## src/rtl/bag_pkg.sv

```systemverilog
package bag_pkg;

    typedef enum logic [1:0] {
        GRP_16   = 2'b00,
        GRP_32   = 2'b01,
        GRP_64   = 2'b10,
        GRP_PAGE = 2'b11
    } grp_code_e;

    typedef enum logic [1:0] {
        MODE_WRAP = 2'b00,
        MODE_HYB  = 2'b01,
        MODE_PAGE = 2'b10
    } walk_mode_e;

endpackage

```

## src/rtl/bag_cfg_decode.sv

```systemverilog
module bag_cfg_decode
    import bag_pkg::*;
#(
    parameter int COL_W    = 10,
    parameter int GRP_LOG0 = 4
) (
    input  logic [1:0]       blen_i,
    input  logic             hybrid_i,
    input  logic             linear_i,
    input  logic             is_write_i,
    input  logic             xrow_en_i,
    input  logic             xrow_cap_i,
    output walk_mode_e       mode_o,
    output logic [COL_W-1:0] mask_o,
    output logic             xrow_o
);
    localparam int LOG_W = $clog2(COL_W + 1);

    grp_code_e        code;
    logic [LOG_W-1:0] grp_log;

    assign code = grp_code_e'(blen_i);

    always_comb begin
        if (code == GRP_PAGE) begin
            grp_log = LOG_W'(COL_W);
        end else begin
            grp_log = LOG_W'(GRP_LOG0) + LOG_W'(blen_i);
        end
    end

    // one mask bit per column bit: set below the group size exponent
    for (genvar gi = 0; gi < COL_W; gi++) begin : g_mask
        assign mask_o[gi] = (LOG_W'(gi) < grp_log);
    end

    always_comb begin
        if (linear_i || code == GRP_PAGE) begin
            mode_o = MODE_PAGE;
        end else if (hybrid_i) begin
            mode_o = MODE_HYB;
        end else begin
            mode_o = MODE_WRAP;
        end
    end

    assign xrow_o = linear_i && !is_write_i && xrow_en_i && xrow_cap_i;

endmodule

```

## src/rtl/bag_step.sv

```systemverilog
module bag_step
    import bag_pkg::*;
#(
    parameter int COL_W = 10,
    parameter int ROW_W = 13
) (
    input  walk_mode_e       mode_i,
    input  logic [COL_W-1:0] mask_i,
    input  logic             xrow_i,
    input  logic             phase_i,
    input  logic [COL_W-1:0] start_col_i,
    input  logic [ROW_W-1:0] row_i,
    input  logic [COL_W-1:0] col_i,
    output logic [ROW_W-1:0] row_o,
    output logic [COL_W-1:0] col_o,
    output logic             phase_o
);
    localparam logic [COL_W-1:0] COL_ONE = COL_W'(1);
    localparam logic [ROW_W-1:0] ROW_ONE = ROW_W'(1);

    logic [COL_W-1:0] col_inc;
    logic [COL_W-1:0] col_wrap;
    logic [COL_W-1:0] grp_above;

    assign col_inc   = col_i + COL_ONE;
    assign col_wrap  = (col_i & ~mask_i) | (col_inc & mask_i);
    assign grp_above = (start_col_i & ~mask_i) + mask_i + COL_ONE;

    always_comb begin
        row_o   = row_i;
        col_o   = col_wrap;
        phase_o = phase_i;
        unique case (mode_i)
            MODE_PAGE: begin
                col_o = col_inc;
                if (xrow_i && (&col_i)) begin
                    row_o = row_i + ROW_ONE;
                end
            end
            MODE_HYB: begin
                if (phase_i) begin
                    col_o = col_inc;
                end else if (col_wrap == start_col_i) begin
                    col_o   = grp_above;
                    phase_o = 1'b1;
                end else begin
                    col_o = col_wrap;
                end
            end
            default: begin
                col_o = col_wrap;
            end
        endcase
    end

endmodule

```

## src/rtl/burst_addr_gen.sv

```systemverilog
module burst_addr_gen
    import bag_pkg::*;
#(
    parameter int COL_W    = 10,
    parameter int ROW_W    = 13,
    parameter int GRP_LOG0 = 4
) (
    input  logic                   clk,
    input  logic                   rst_n,
    input  logic                   start_i,
    input  logic [ROW_W+COL_W-1:0] start_addr_i,
    input  logic                   is_write_i,
    input  logic                   linear_i,
    input  logic                   hybrid_i,
    input  logic [1:0]             blen_i,
    input  logic                   xrow_en_i,
    input  logic                   xrow_cap_i,
    input  logic                   adv_i,
    output logic [ROW_W-1:0]       row_o,
    output logic [COL_W-1:0]       col_o,
    output logic                   first_o,
    output logic                   odd_err_o
);
    localparam int ADDR_W = ROW_W + COL_W;

    typedef struct packed {
        logic             active;
        logic             first;
        logic             err;
        logic             phase;
        walk_mode_e       mode;
        logic             xrow;
        logic [COL_W-1:0] mask;
        logic [COL_W-1:0] start_col;
        logic [ROW_W-1:0] row;
        logic [COL_W-1:0] col;
    } gen_state_t;

    gen_state_t st_d, st_q;

    walk_mode_e       dec_mode;
    logic [COL_W-1:0] dec_mask;
    logic             dec_xrow;
    logic [ROW_W-1:0] stp_row;
    logic [COL_W-1:0] stp_col;
    logic             stp_phase;
    logic [COL_W-1:0] load_col;

    bag_cfg_decode #(
        .COL_W    (COL_W),
        .GRP_LOG0 (GRP_LOG0)
    ) u_dec (
        .blen_i     (blen_i),
        .hybrid_i   (hybrid_i),
        .linear_i   (linear_i),
        .is_write_i (is_write_i),
        .xrow_en_i  (xrow_en_i),
        .xrow_cap_i (xrow_cap_i),
        .mode_o     (dec_mode),
        .mask_o     (dec_mask),
        .xrow_o     (dec_xrow)
    );

    bag_step #(
        .COL_W (COL_W),
        .ROW_W (ROW_W)
    ) u_step (
        .mode_i      (st_q.mode),
        .mask_i      (st_q.mask),
        .xrow_i      (st_q.xrow),
        .phase_i     (st_q.phase),
        .start_col_i (st_q.start_col),
        .row_i       (st_q.row),
        .col_i       (st_q.col),
        .row_o       (stp_row),
        .col_o       (stp_col),
        .phase_o     (stp_phase)
    );

    assign load_col = {start_addr_i[COL_W-1:1], 1'b0};

    always_comb begin
        st_d = st_q;
        if (start_i) begin
            st_d.active    = 1'b1;
            st_d.first     = 1'b1;
            st_d.err       = start_addr_i[0];
            st_d.phase     = 1'b0;
            st_d.mode      = dec_mode;
            st_d.xrow      = dec_xrow;
            st_d.mask      = dec_mask;
            st_d.start_col = load_col;
            st_d.row       = start_addr_i[ADDR_W-1:COL_W];
            st_d.col       = load_col;
        end else if (adv_i && st_q.active) begin
            st_d.first = 1'b0;
            st_d.phase = stp_phase;
            st_d.row   = stp_row;
            st_d.col   = stp_col;
        end
    end

    always_ff @(posedge clk or negedge rst_n) begin
        if (!rst_n) begin
            st_q <= '{default: '0, mode: MODE_WRAP};
        end else begin
            st_q <= st_d;
        end
    end

    assign row_o     = st_q.row;
    assign col_o     = st_q.col;
    assign first_o   = st_q.first;
    assign odd_err_o = st_q.err;

    // ---------------- assertions ----------------
    p_start_load_r2: assert property (@(posedge clk) disable iff (!rst_n)
        start_i |=> (first_o && row_o == $past(start_addr_i[ADDR_W-1:COL_W])
                     && col_o[0] == 1'b0));

    p_odd_flag_r3: assert property (@(posedge clk) disable iff (!rst_n)
        start_i |=> (odd_err_o == $past(start_addr_i[0])));

    p_hold_r10: assert property (@(posedge clk) disable iff (!rst_n)
        (!start_i && !adv_i) |=> ($stable(col_o) && $stable(row_o)
                                 && $stable(first_o) && $stable(odd_err_o)));

    p_first_clear_r10: assert property (@(posedge clk) disable iff (!rst_n)
        (!start_i && adv_i) |=> !first_o);

    p_moves_r4: assert property (@(posedge clk) disable iff (!rst_n)
        (!start_i && adv_i && st_q.active) |=> (col_o != $past(col_o)));

    p_row_fixed_r9: assert property (@(posedge clk) disable iff (!rst_n)
        (!start_i && !st_q.xrow) |=> $stable(row_o));

    p_cross_r8: assert property (@(posedge clk) disable iff (!rst_n)
        (!start_i && adv_i && st_q.xrow && (&col_o)) |=>
            (col_o == '0 && row_o == $past(row_o) + ROW_W'(1)));

    p_idle_r12: assert property (@(posedge clk) disable iff (!rst_n)
        (!st_q.active && !start_i) |=> (row_o == '0 && col_o == '0 && !first_o));

endmodule

```

## config.mk

```make
export PLATFORM = sky130hd
export DESIGN_NAME = burst_addr_gen
export DESIGN_NICKNAME = d
export VERILOG_FILES = /design/src/rtl/bag_pkg.sv /design/src/rtl/bag_cfg_decode.sv /design/src/rtl/bag_step.sv /design/src/rtl/burst_addr_gen.sv
export SDC_FILE = /design/constraint.sdc
export NUM_CORES = 1
export LEC_CHECK = 0
export ABC_CLOCK_PERIOD_IN_PS = 6300
export BUFFER_PORTS_ARGS = -buffer_cell sky130_fd_sc_hd__buf_2
export CAP_MARGIN = 0
export CELL_PAD_IN_SITES_DETAIL_PLACEMENT = 2
export CELL_PAD_IN_SITES_GLOBAL_PLACEMENT = 2
export CORE_MARGIN = 5
export CORE_UTILIZATION = 32
export DETAILED_ROUTE_END_ITERATION = 8
export PLACE_DENSITY_LB_ADDON = 0.12
export SYNTH_ARGS = -nofsm -noshare
export SYNTH_HDL_FRONTEND = slang
export SYNTH_SLANG_ARGS = --single-unit
```

## constraint.sdc

```tcl
create_clock -name clk -period 6.3 [get_ports clk]
set_input_delay 0.315 -clock clk [delete_from_list [all_inputs] [get_ports clk]]
set_output_delay 0.315 -clock clk [all_outputs]
set_load 0.01 [all_outputs]
```

Yosys cells after proc, flatten, opt, wreduce, memory -nomap -nowiden
Index checks and enable logic that the tools add are counted.
{ "totals": {"out_inout_bits": 25, "reg_bits": 49} }
{ "classes": {"bitwise_logic": 5, "eq_ne": 4, "reduce_logical": 14, "order_cmp": 10, "add_sub_neg": 5, "muxes": 17} }
{ "ops": {"columns": ["op", "count"], "rows": [
  ["$mux W23", 2],
  ["$and A10 B10 Y10", 3],
  ["$mux W13", 2],
  ["$add A10 B1 Y10 const B", 2],
  ["$mux W10", 2],
  ["$pmux W10 S2", 1],
  ["$lt A3 B4 Y1 const A", 4],
  ["$add A13 B1 Y13 const B", 1],
  ["$add A10 B10 Y10", 1],
  ["$eq A10 B10 Y1", 1],
  ["$not A10 Y10", 1],
  ["$or A10 B10 Y10", 1],
  ["$reduce_and A10 Y1", 1],
  ["$lt A1 B4 Y1 const A", 2],
  ["$lt A2 B4 Y1 const A", 2],
  ["$lt A4 B4 Y1 const A", 2],
  ["$mux W1", 8],
  ["$reduce_bool A2 Y1", 4],
  ["$logic_and A1 B1 Y1", 5],
  ["$add A3 B2 Y4 const A", 1],
  ["$eq A2 B2 Y1 const B", 2],
  ["$mux W4", 1],
  ["$reduce_and A3 Y1", 1],
  ["$eq A2 B1 Y1 const B", 1],
  ["other kinds (4)", 4]
]} }

Depth between registers and ports, before layout
Gate-level depths: netlist of the first run.
{ "depth": {"ltp_word": 9, "mapped_depth": 9, "mapped_depth_nobuf": 9} }

Hierarchy
Synthesis of the first run repeated with hierarchy kept, for this count alone.
{ "hier_totals": {"cells_unflattened": 470, "hier_area_um2": 4302.9} }
{ "by_module_without_submodules": {"columns": ["mod", "seq_area_each_um2", "area_per_inst_um2", "n_inst", "cells_each"], "rows": [
  ["burst_addr_gen", 1226.2, 2562.5, 1, 221],
  ["bag_step", 0.0, 1639.1, 1, 234],
  ["bag_cfg_decode", 0.0, 101.3, 1, 15]
]} }

Least setup slack after synthesis of the first run
No wires, ideal clock.
{ "synth_timing": {"path_kind": "reg-to-reg", "start": "register st_q (netlist bit col_o[0])", "end": "register st_q (netlist bit col_o[9])", "t_required_ps": 6174, "setup_ps": 126, "path_slack_ps": 3572, "arrival_time_ps": 2602, "path_stages_with_launch": 10, "period_less_slack_ps": 2728, "path_cell_list": "dfrtp_1 -> ha_1 -> nand4_4 -> or2_0 -> buf_2 -> a221o_1 -> or4_4 -> nor2_4 -> mux2i_1 -> a221o_1"} }
{ "synth_between": {"elab_chain_cells": 9, "elab_cells_between_ends": 10, "cone_classes": "add/sub: 1; eq/ne: 1; mux: 5; bitwise: 3"} }
{ "synth_rtl": {"columns": ["item", "line", "rtl"], "rows": [
  ["start: declaration", "burst_addr_gen.sv:39", "gen_state_t st_d, st_q;"],
  ["start signal: assignment", "burst_addr_gen.sv:107", "st_q <= st_d;"],
  ["$add A10 B1 Y10", "bag_step.sv:25", "assign col_inc = col_i + COL_ONE;"],
  ["$and A10 B10 Y10", "bag_step.sv:26", "assign col_wrap = (col_i & ~mask_i) | (col_inc & mask_i);"],
  ["$or A10 B10 Y10", "bag_step.sv:26", null],
  ["$eq A10 B10 Y1", "bag_step.sv:43", "end else if (col_wrap == start_col_i) begin"],
  ["$mux W10", "bag_step.sv:43", null],
  ["$mux W10", "bag_step.sv:41", "if (phase_i) begin"],
  ["$pmux W10 S2 *", "bag_step.sv:33", "unique case (mode_i)"],
  ["$mux W23 *", "burst_addr_gen.sv:95", "end else if (adv_i && st_q.active) begin"],
  ["$mux W23 *", "burst_addr_gen.sv:84", "if (start_i) begin"]
]} }
Mark *: on every way between the ends. The rest lies on a longest branch, timed or not. The select of a mux whose other input is x is not followed.
A chain may end at the register's enable or synchronous reset.

Worst setup path in the final report of the first run
{ "layout_timing": {"start": "register st_q (netlist bit col_o[1])", "end": "register st_q (netlist bit col_o[8])"} }
The elaborated chain is that of the path after synthesis.

==> results_dict.tcl, run 1 <==
set metrics [dict create \
    outcome "finished clean" \
    ir_drop_mv 0.08353 \
    yosysWarnings 0 \
    synth_cell_types 68 \
    rsz0062_at_grt "false" \
    wire_per_inst_um 20.43 \
    drtAntennaViolNets 0 \
    dieArea_sq_um 13090 \
    drv_cap 0 \
    grt_max_degree 51 \
    core_area_sq_um 10750 \
    cts_tree "done" \
    post_cts_buffers 0 \
    antenna_found_initial 0 \
    regArea_sq_um 1051 \
    cp-start-kind "flop" \
    port_buffers 58 \
    drt-initial-drc-count 136 \
    synth-seq-cells 42 \
    worstHoldPathType "input port to asynchronous set/reset pin" \
    hpwl_um 8944 \
    tightest_slew_ns 0.8190 \
    holdWs_ns 0.08515 \
    grt_pass1_vias 3575 \
    h-tree-depth 2 \
    avgSynthCellArea_sq_um 8.131 \
    ys_seq_area_share_pct 30.13 \
    clockBufferDepth 2 \
    ys.flop_type "dfrtp_1" \
    root_buffer "clkbuf_8" \
    worstPathMaxFanout 10 \
    num_antenna_cells 0 \
    io_pins 59 \
    async_flop_share_pct 100.0 \
    cts_hold_repair.buffers 0 \
    critPathRequiredTime_ns 6.48 \
    fin_nets 482 \
    placed_area_sq_um 3591 \
    clkLatencyLatePin_ns 0.31 \
    n_fill_cell 1322 \
    pre_cts_ws_ns 2.990 \
    period_share_pct 53.41 \
    path_class "flop to flop" \
    synthesis.area_sq_um 3488 \
    die_w_um 114.4 \
    grt_pass1_wl_um 19420 \
    p_per_area_nw_per_um2 211.9 \
    worstReg2RegStart "col_o[1]" \
    endpoint_kind "flop" \
    cts_sinks 42 \
    setup_tns_ns 0 \
    synth-edff-count 0 \
    drt_pre_antenna_iters 4 \
    area_growth_syn_to_layout_pct 5.703 \
    fmax_mhz 297.2 \
    leakage_nw 1.546 \
    dp.cells 577 \
    final.min_clock_period_ns 3.365 \
    drive_gt1_share_pct 19.78 \
    hold_violations 0 \
    finalClockSkew_ns 0.009238 \
    die_y_um 114.4 \
    cts_resized 0 \
    finalPower_mw 0.7815 \
    setup_ws_ns 2.935 \
    timing.final.max_slew_violations 0 \
    slew_headroom_pct 45.40 \
    synth_cells 429 \
    cp-startpoint "col_o[1]" \
    grt_overflow_total 0 \
    crit_arrival_ns 3.54 \
    numCtsBuffers 5 \
    synth_nets 467 \
    post-route-util_pct 34.32 \
    row_count 38 \
    dr_total_vias 3245 \
    viasPerCell 5.547 \
    finish.instance_area_sq_um 3687 \
    drc 0 \
    multiInputGateArea_sq_um 1999 \
    place_congestion 0.8356 \
    grtUsageTotal_pct 18.74 \
    start_util_pct 32.46 \
    final-setup-viol-count 0 \
    routed_wl_um 11950 \
    clkTransAtPathRegs_ns 0.10 \
    stdcell_count 585 \
]
==> cell usage in the layout, fill, tap and decap left out, drive strengths merged, types with 2 or more instances in the layout <==
master,n
buf,60
nand2,49
dfrtp,42
nor2,38
o21ai,37
a21oi,33
xnor2,18
inv,18
nor3,13
xor2,12
nand4,10
nand3,9
mux2,8
and3,7
or3,7
o31ai,6
nor2b,5
and2,5
a31oi,5
clkbuf,5
mux2i,4
o211ai,4
ha,4
a221o,3
o32a,3
or2,3
o221ai,2
o22ai,2
o311ai,2
xnor3,2
and4,2
a22oi,2
a221oi,2
nor4,2
==> synth_stat cells (all sizes together), types with 10 or more instances <==
library cell / n / area (sq um)
xor2: 12 / 105.1
o21ai: 37 / 185.2
a21oi: 33 / 165.2
nand2: 49 / 183.9
nor2: 38 / 150.1
xnor2: 18 / 157.7
inv: 16 / 60.06
nor3: 13 / 65.06
nand4: 10 / 83.83
dfrtp: 42 / 1051
buf: 31 / 222.7
clkbuf: 20 / 145.1
==> metal layers <==
metal | share of wire, % | GRT usage [%] | wire length (um)
met5 | 0 | 0 | 0
met4 | 1.5 | 3.721 | 174
met3 | 3.6 | 3.066 | 427
met2 | 49 | 32.40 | 5872
met1 | 46 | 24.68 | 5478
==> cell type report <==
| type | instances | area share [%] |
|---|---|---|
| clock buffers | 5 | 1.866 |
| clock inverters | 3 | 0.7465 |
| inverters | 16 | 1.629 |
| multi-input cells | 319 | 54.22 |
| flip-flops and latches | 42 | 28.50 |
| well taps | 140 | 4.751 |
| repair buffers | 60 | 8.280 |
==> final timing paths <==
path / depth (start not counted) / slack (ns) / endpoint
min: 2 / 0.09 / st_q[27]
max reg2reg: 8 / 2.94 / col_o[8]
min in group clk: 3 / 0.21 / row_o[5]
min reg2reg: 1 / 0.51 / odd_err_o
max: 8 / 2.94 / col_o[8]
max in group asynchronous: 2 / 5.80 / st_q[30]
==> flip-flops by register name, summed over array words and instances, names as in the netlist <==
name and count:
first_o 1, odd_err_o 1, st_q 17, row_o 13, col_o 10
==> power by group <==
part	switching [mW]	total (mW)	internal (mW)
Sequential	0.0524	0.346	0.294
Clock	0.124	0.206	0.0826
Combinational	0.131	0.229	0.0980
Total	0.307	0.781	0.474
==> logic make-up (layout without fill, tap and decap cells) <==
group | Yosys count | count (layout) | synth area share (%)
mux | 12 | 12 | 3.730
compound gates | 115 | 115 | 20.59
fa+ha+maj | 4 | 4 | 1.435
simple gates | 156 | 156 | 22.74
flops | 42 | 42 | 30.13
buf+inv | 68 | 84 | 12.55
xor+xnor | 32 | 32 | 8.823
==> worst max-delay path, cell delays in order, from the launching register on <==
cell and delay (ns):
dfrtp_1 0.52, ha_1 0.40, nand4_4 0.19, or2_0 0.38, a221o_1 0.37, nor4_1 0.57, nand2_1 0.39, o2111ai_1 0.29
o211ai_1 0.11
Note: power is estimated with default switching activity, not from simulation.
==> run 2: changes to the inputs <==
--- a/config.mk
+++ b/config.mk
@@ -5,13 +5,14 @@
 export SDC_FILE = /design/constraint.sdc
 export NUM_CORES = 1
 export LEC_CHECK = 0
-export ABC_CLOCK_PERIOD_IN_PS = 6300
+export ABC_AREA = 1
+export ABC_CLOCK_PERIOD_IN_PS = 2700
 export BUFFER_PORTS_ARGS = -buffer_cell sky130_fd_sc_hd__buf_2
 export CAP_MARGIN = 0
 export CELL_PAD_IN_SITES_DETAIL_PLACEMENT = 2
 export CELL_PAD_IN_SITES_GLOBAL_PLACEMENT = 2
 export CORE_MARGIN = 5
-export CORE_UTILIZATION = 32
+export CORE_UTILIZATION = 28
 export DETAILED_ROUTE_END_ITERATION = 8
 export PLACE_DENSITY_LB_ADDON = 0.12
 export SYNTH_ARGS = -nofsm -noshare
==> constraint.sdc (replaced) <==
create_clock -name clk -period 2.7 [get_ports clk]
set_input_delay 0.135 -clock clk [delete_from_list [all_inputs] [get_ports clk]]
set_output_delay 0.135 -clock clk [all_outputs]
set_load 0.01 [all_outputs]
==> run 2 against run 1 <==
Net effect:
- clock power increased to 3.0 times the previous value
- cell count increased by 26%
- die area increased by 12%
- maximum frequency increased by 38%
- hold slack got worse by 0.040 ns
- core utilization decreased by 1.5 points
- clock skew decreased by 0.0038 ns
- critical path depth increased by 8
- sequential cell count unchanged
- non-clock buffer count increased by 9
- count of clock-buffer cells in the layout unchanged
- sequential share of layout area decreased by 1.9 points
==> results_dict.tcl, run 2 <==
set metrics [dict create \
    outcome "finished clean" \
    yosysTopAreaCellShare_pct 30.36 \
    ys.flop_type "dfrtp_1" \
    final_cell_mix "nand2_1, inv_1, buf_2, o21ai_0, nand3_1" \
    async_flop_share_pct 100.0 \
    viasPerCell 4.895 \
    row_count 40 \
    synthTopCellsByArea "dfrtp_1, nand2_1, inv_1, o21ai_0, nand3_1" \
    dp.cells 728 \
    area_growth_syn_to_layout_pct 14.17 \
    die_y_um 121.2 \
    largest_reg_flops 17 \
    power_switching_mw 0.8221 \
    intPower_mw 1.255 \
    yosysWarnings 0 \
    synth_nets 567 \
    cts_sinks 42 \
    grt_max_degree 43 \
    core_area_sq_um 12060 \
    drc 0 \
    grt_pass1_vias 4073 \
    combPwrFrac_pct 33.3 \
    grt_pass1_wl_um 20960 \
    start_util_pct 28.70 \
    setup_tns_ns 0 \
    drv_cap 0 \
    leakage_nw 2.054 \
    endpoint_kind "flop" \
    crit_arrival_ns 2.63 \
    final.min_clock_period_ns 2.437 \
    finalClockSkew_ns 0.005431 \
    period_share_pct 90.26 \
    synth-edff-count 0 \
    clockBufferDepth 2 \
    clkPwrFrac_pct 29.9 \
    grtUsageTotal_pct 18.20 \
    synthesis.area_sq_um 3462 \
    ir_drop_mv 0.2086 \
    num_antenna_cells 0 \
    hpwl_um 9806 \
    drt-initial-drc-count 98 \
    route.met2.wl_um 6469 \
    drive_gt1_share_pct 19.37 \
    wl_met3_um 433 \
    slew_headroom_pct 59.89 \
    worstHoldPathType "input port to flop" \
    port_buffers 58 \
    wire_per_inst_um 17.42 \
    synth_largest_area_cell "dfrtp_1" \
    final_common_cell "nand2_1" \
    io_pins 59 \
    routed_wl_um 12820 \
    cp-start-kind "flop" \
    rsz0062_at_grt "false" \
    avgSynthCellArea_sq_um 6.545 \
    cts_tree "done" \
    finalPower_mw 2.077 \
    timing.final.max_slew_violations 0 \
    synth_cell_types 33 \
    yosysMostFrequentCell "nand2_1" \
    regMostFlops "st_q" \
    ys_seq_area_share_pct 30.36 \
    worstPathMaxFanout 10 \
    place_congestion 0.8099 \
    post-route-util_pct 32.77 \
    p_seq_share_pct 36.8 \
    drt_pre_antenna_iters 4 \
    n_fill_cell 1497 \
    path_class "flop to flop" \
    clkLatencyLatePin_ns 0.30 \
    switching_share_pct 39.58 \
    numCtsBuffers 5 \
    h-tree-depth 2 \
    final-setup-viol-count 0 \
    root_buffer "clkbuf_16" \
    synth_cells 529 \
    critPathRequiredTime_ns 2.89 \
    wl_met1_um 5723 \
    tightest_slew_ns 0.6001 \
    hold_violations 0 \
    die_w_um 121.2 \
    dieArea_sq_um 14690 \
    synthTopCellsByCount "nand2_1, inv_1, o21ai_0" \
    grt_overflow_total 0 \
    p_per_area_nw_per_um2 525.6 \
    dr_total_vias 3603 \
    top_layer "met4" \
    placed_area_sq_um 3801 \
    drtAntennaViolNets 0 \
    antenna_found_initial 0 \
    synth-seq-cells 42 \
    clkTransAtPathRegs_ns 0.07 \
    finish.instance_area_sq_um 3953 \
    fmax_mhz 410.3 \
    stdcell_count 736 \
    fin_nets 606 \
]
==> run 2: cell count changes in the layout (fill, tap and decap cells not counted), moves of 8 or more <==
cell,before,now
xnor2_1,18,3
buf_4,2,10
o21ai_1,0,12
nand2_2,0,10
nand2_1,49,141
nand3_1,9,42
nand3_2,0,8
inv_1,16,79
a21oi_1,33,18
mux2_2,8,0
==> run 2: worst paths after layout <==
kind                                  from         to  slack (ns)  cells past startpoint
min in group asynchronous            rst_n   st_q[29]        0.30                      2
hold reg to reg                  odd_err_o  odd_err_o        0.48                      2
hold / removal             start_addr_i[0]  odd_err_o        0.05                      3
setup / recovery                  col_o[0]   col_o[2]        0.26                     16
setup reg to reg                  col_o[0]   col_o[2]        0.26                     16
max in group asynchronous            rst_n   col_o[0]        1.62                      3
==> run 2: area by class of cell <==
| class | instances | area [sq um] | share of cell area [%] |
|---|---|---|---|
| Sequential cell | 42 | 1052 | 26.62 |
| Tap cell | 168 | 210.2 | 5.318 |
| Clock inverter | 2 | 15.01 | 0.3799 |
| Clock buffer | 5 | 125.1 | 3.166 |
| Inverter | 82 | 307.8 | 7.787 |
| Multi-Input combinational cell | 368 | 1867 | 47.23 |
| Timing Repair Buffer | 69 | 375.4 | 9.497 |
==> run 2: per-layer routing <==
| layer | vias up | track usage (%) |
|---|---|---|
| li1 | 1747 | - |
| met1 | 1786 | 22.05 |
| met2 | 60 | 32.89 |
| met3 | 10 | 3.730 |
| met4 | 0 | 4.342 |
| met5 | - | 0 |
==> run 2: what timing repair did <==
action | 4_1_cts | 5_1_grt
setup endpoints to repair | 0 | 9
hold endpoints to repair | 13 | 0
setup buffers | 0 | 0
resized for setup | 0 | 1
hold buffers | 1 | 0
==> run 2: cells by family (layout without fill, tap and decap cells) <==
kind of cell,count (synthesis),count (layout),synth area share (%)
flops,42,42,30.36
xor+xnor,9,9,2.277
compound gates,86,86,13.12
simple gates,269,269,37.08
fa+ha+maj,4,4,1.446
buf+inv,119,158,15.72
==> run 2: critical path: stages, from the launching register on <==
cell	delay, ns
dfrtp_2	0.45
ha_1	0.22
nand2_1	0.11
inv_2	0.19
nand3_1	0.11
nand2_1	0.11
nand3_2	0.08
nand3_1	0.10
nand2_1	0.11
nor2_4	0.13
nand3_4	0.16
o21ai_1	0.18
nand3_1	0.09
nand2_1	0.08
nand2_1	0.07
nand2_1	0.06
nand2_1	0.05
==> run 2: per-stage QoR <==
| step | hold WS, ns | worst slack [ns] |
|---|---|---|
| floorplan | -0.1606 | 0.7598 |
| global placement | 0.09060 | 0.3127 |
| detailed placement | 0.08754 | 0.1558 |
| CTS | 0.03966 | 0.1331 |
| global route | 0.05173 | 0.003125 |
| finish | 0.04544 | 0.2629 |
==> run 2: power groups by stage <==
stage                     sequential [mW]  combinational, mW  clock, mW
final                               0.764              0.693      0.620
after global routing                0.776              0.785      0.671
after CTS                           0.764              0.706      0.648
after detailed placement            0.776              0.700          0
after global placement              0.772              0.682          0
after floorplan                     0.755              0.513          0
==> run 3: changes to the inputs <==
--- a/config.mk
+++ b/config.mk
@@ -7,7 +7,7 @@
 export LEC_CHECK = 0
 export ABC_AREA = 1
 export ABC_CLOCK_PERIOD_IN_PS = 2700
-export BUFFER_PORTS_ARGS = -buffer_cell sky130_fd_sc_hd__buf_2
+export BUFFER_PORTS_ARGS = -buffer_cell sky130_fd_sc_hd__buf_4
 export CAP_MARGIN = 0
 export CELL_PAD_IN_SITES_DETAIL_PLACEMENT = 2
 export CELL_PAD_IN_SITES_GLOBAL_PLACEMENT = 2
==> run 3 against run 2 <==
Net effect:
- sequential cell count unchanged
- power rose by 2.5%
- design area up 3.4%
- die area unchanged
- global-route usage rose by 0.070 points
- sequential share of layout area down 0.86 points
- sequential power about the same
- hold slack worse by 0.016 ns
- clock skew shrank 0.00092 ns
- critical endpoint is now col_o[7]
- largest cell class unchanged
==> results_dict.tcl, run 3 (synthesis gave the netlist of run 2 again) <==
set metrics [dict create \
    area_growth_syn_to_layout_pct 18.00 \
    cp-start-kind "flop" \
    whs_endpoint "st_q[43]" \
    slew_headroom_pct 58.23 \
    clkLatencyLatePin_ns 0.30 \
    endpoint_kind "flop" \
    clockBufferDepth 2 \
    leakage_nw 2.102 \
    drv_cap 0 \
    finalPower_mw 2.129 \
    outcome "finished clean" \
    final.min_clock_period_ns 2.382 \
    worstHoldPathType "input port to flop" \
    rsz0062_at_grt "false" \
    hold_violations 0 \
    ir_drop_mv 0.1924 \
    min_path_cells 2 \
    placed_area_sq_um 3931 \
    intPower_mw 1.295 \
    final-setup-viol-count 0 \
    io_pins 59 \
    place_congestion 0.7958 \
    routed_wl_um 12750 \
    worstPathMaxFanout 10 \
    drc 0 \
    die_y_um 121.2 \
    timing.final.max_slew_violations 0 \
    finish.instance_area_sq_um 4085 \
    regMostFlops "st_q" \
    hpwl_um 9650 \
    num_antenna_cells 0 \
    dp.cells 726 \
    path_class "flop to flop" \
    start_util_pct 28.70 \
    p_per_area_nw_per_um2 521.0 \
    drive_gt1_share_pct 19.05 \
    drt_pre_antenna_iters 4 \
    die_w_um 121.2 \
    core_area_sq_um 12060 \
    period_share_pct 88.23 \
    antenna_found_initial 0 \
    final_common_cell "nand2_1" \
    post-route-util_pct 33.87 \
    grtUsageTotal_pct 18.27 \
    setup_tns_ns 0 \
    clkTransAtPathRegs_ns 0.07 \
    cts_tree "done" \
    regArea_sq_um 1052 \
    root_buffer "clkbuf_16" \
    largest_reg_flops 17 \
    p_seq_share_pct 36.0 \
    finalClockSkew_ns 0.004509 \
    min_from "is_write_i" \
    cts_sinks 42 \
    drt-initial-drc-count 108 \
    crit_arrival_ns 2.58 \
    n_fill_cell 1459 \
    port_buffers 58 \
    row_count 40 \
    tightest_slew_ns 0.6265 \
    viasPerCell 4.903 \
    grt_max_degree 44 \
    clkPwrFrac_pct 30.0 \
    r2r-end "col_o[7]" \
    dieArea_sq_um 14690 \
    multiInputGateArea_sq_um 1867 \
    combPwrFrac_pct 34.1 \
    switching_share_pct 39.15 \
    stdcell_count 735 \
    dr_total_vias 3604 \
    r2r_cells 16 \
    final_cell_mix "nand2_1, inv_1, buf_4, o21ai_0, nand3_1" \
    fmax_mhz 419.8 \
    drtAntennaViolNets 0 \
    grt_pass1_wl_um 21140 \
    fin_nets 604 \
    worstReg2RegStart "col_o[0]" \
    numCtsBuffers 5 \
    power_switching_mw 0.8333 \
    h-tree-depth 2 \
    grt_pass1_vias 4108 \
    r2r_setup_slack_ns 0.32 \
    critPathRequiredTime_ns 2.89 \
    grt_overflow_total 0 \
    wire_per_inst_um 17.34 \
]
-- run 3: changes by cell type in the layout (fill, tap and decap cells not counted), sizes merged --
cell,delta
clkinv,+2
clkinvlp,-2
clkbuf,+1
buf,-2
-- run 3: what timing repair did --
| action | 4_1_cts | 5_1_grt |
|---|---|---|
| endpoints found under the setup margin | 0 | 4 |
| hold endpoints to repair | 42 | 0 |
| gates resized for setup | 0 | 1 |
| setup buffers | 0 | 0 |
| hold buffers | 1 | 0 |
-- run 3: per-layer routing --
metal	part of all wire (%)	up-vias	global-route usage (%)	wire [um]
met5	0	-	0	0
met2	51	57	33.14	6461
li1	-	1747	-	-
met1	45	1791	22.66	5782
met4	1.1	0	4.412	141
met3	2.8	9	2.704	362
-- run 3: how the worst max path moves through the flow --
stage	start	to	slack, ns	depth (start not counted)
2_1_floorplan	col_o[0]	col_o[1]	0.76	17
3_3_place_gp	col_o[0]	col_o[2]	0.31	16
3_5_place_dp	col_o[0]	col_o[8]	0.24	16
4_1_cts	col_o[0]	col_o[8]	0.20	16
5_1_grt	col_o[1]	col_o[7]	0.04	16
6_report	col_o[0]	col_o[7]	0.32	16
-- run 3: final cells by class --
type / instances / area share (%)
repair buffers: 67 / 12.37
well taps: 168 / 5.145
clock buffers: 6 / 3.155
flip-flops and latches: 42 / 25.76
inverters: 82 / 7.534
multi-input cells: 368 / 45.70
clock inverters: 2 / 0.3369
-- run 3: through the flow --
stage                     worst slack, ns  hold slack [ns]
after global routing              0.03979          0.03947
after floorplan                    0.7598          -0.1606
final                              0.3178          0.02986
after detailed placement           0.2358           0.2101
after CTS                          0.2044          0.01835
after global placement             0.3131           0.2035
-- run 3: power by group through the flow --
stage / Sequential (mW) / Combinational (mW) / Clock (mW)
CTS: 0.766 / 0.741 / 0.668
floorplan: 0.755 / 0.513 / 0
finish: 0.765 / 0.726 / 0.638
global route: 0.778 / 0.820 / 0.683
global placement: 0.774 / 0.714 / 0
detailed placement: 0.778 / 0.736 / 0
-- run 3: critical path, stage by stage (launching register included) --
cell and delay [ns]:
dfrtp_2 0.44, ha_1 0.21, nand2_1 0.11, inv_2 0.18, nand3_1 0.10, nand2_1 0.11, nand3_2 0.09, nand3_1 0.11
nand2_1 0.10, nor2_4 0.13, nand3_4 0.17, o21ai_1 0.17, nand3_1 0.09, nand2_1 0.09, nand2_1 0.06, nand2_1 0.07
nand2_1 0.05
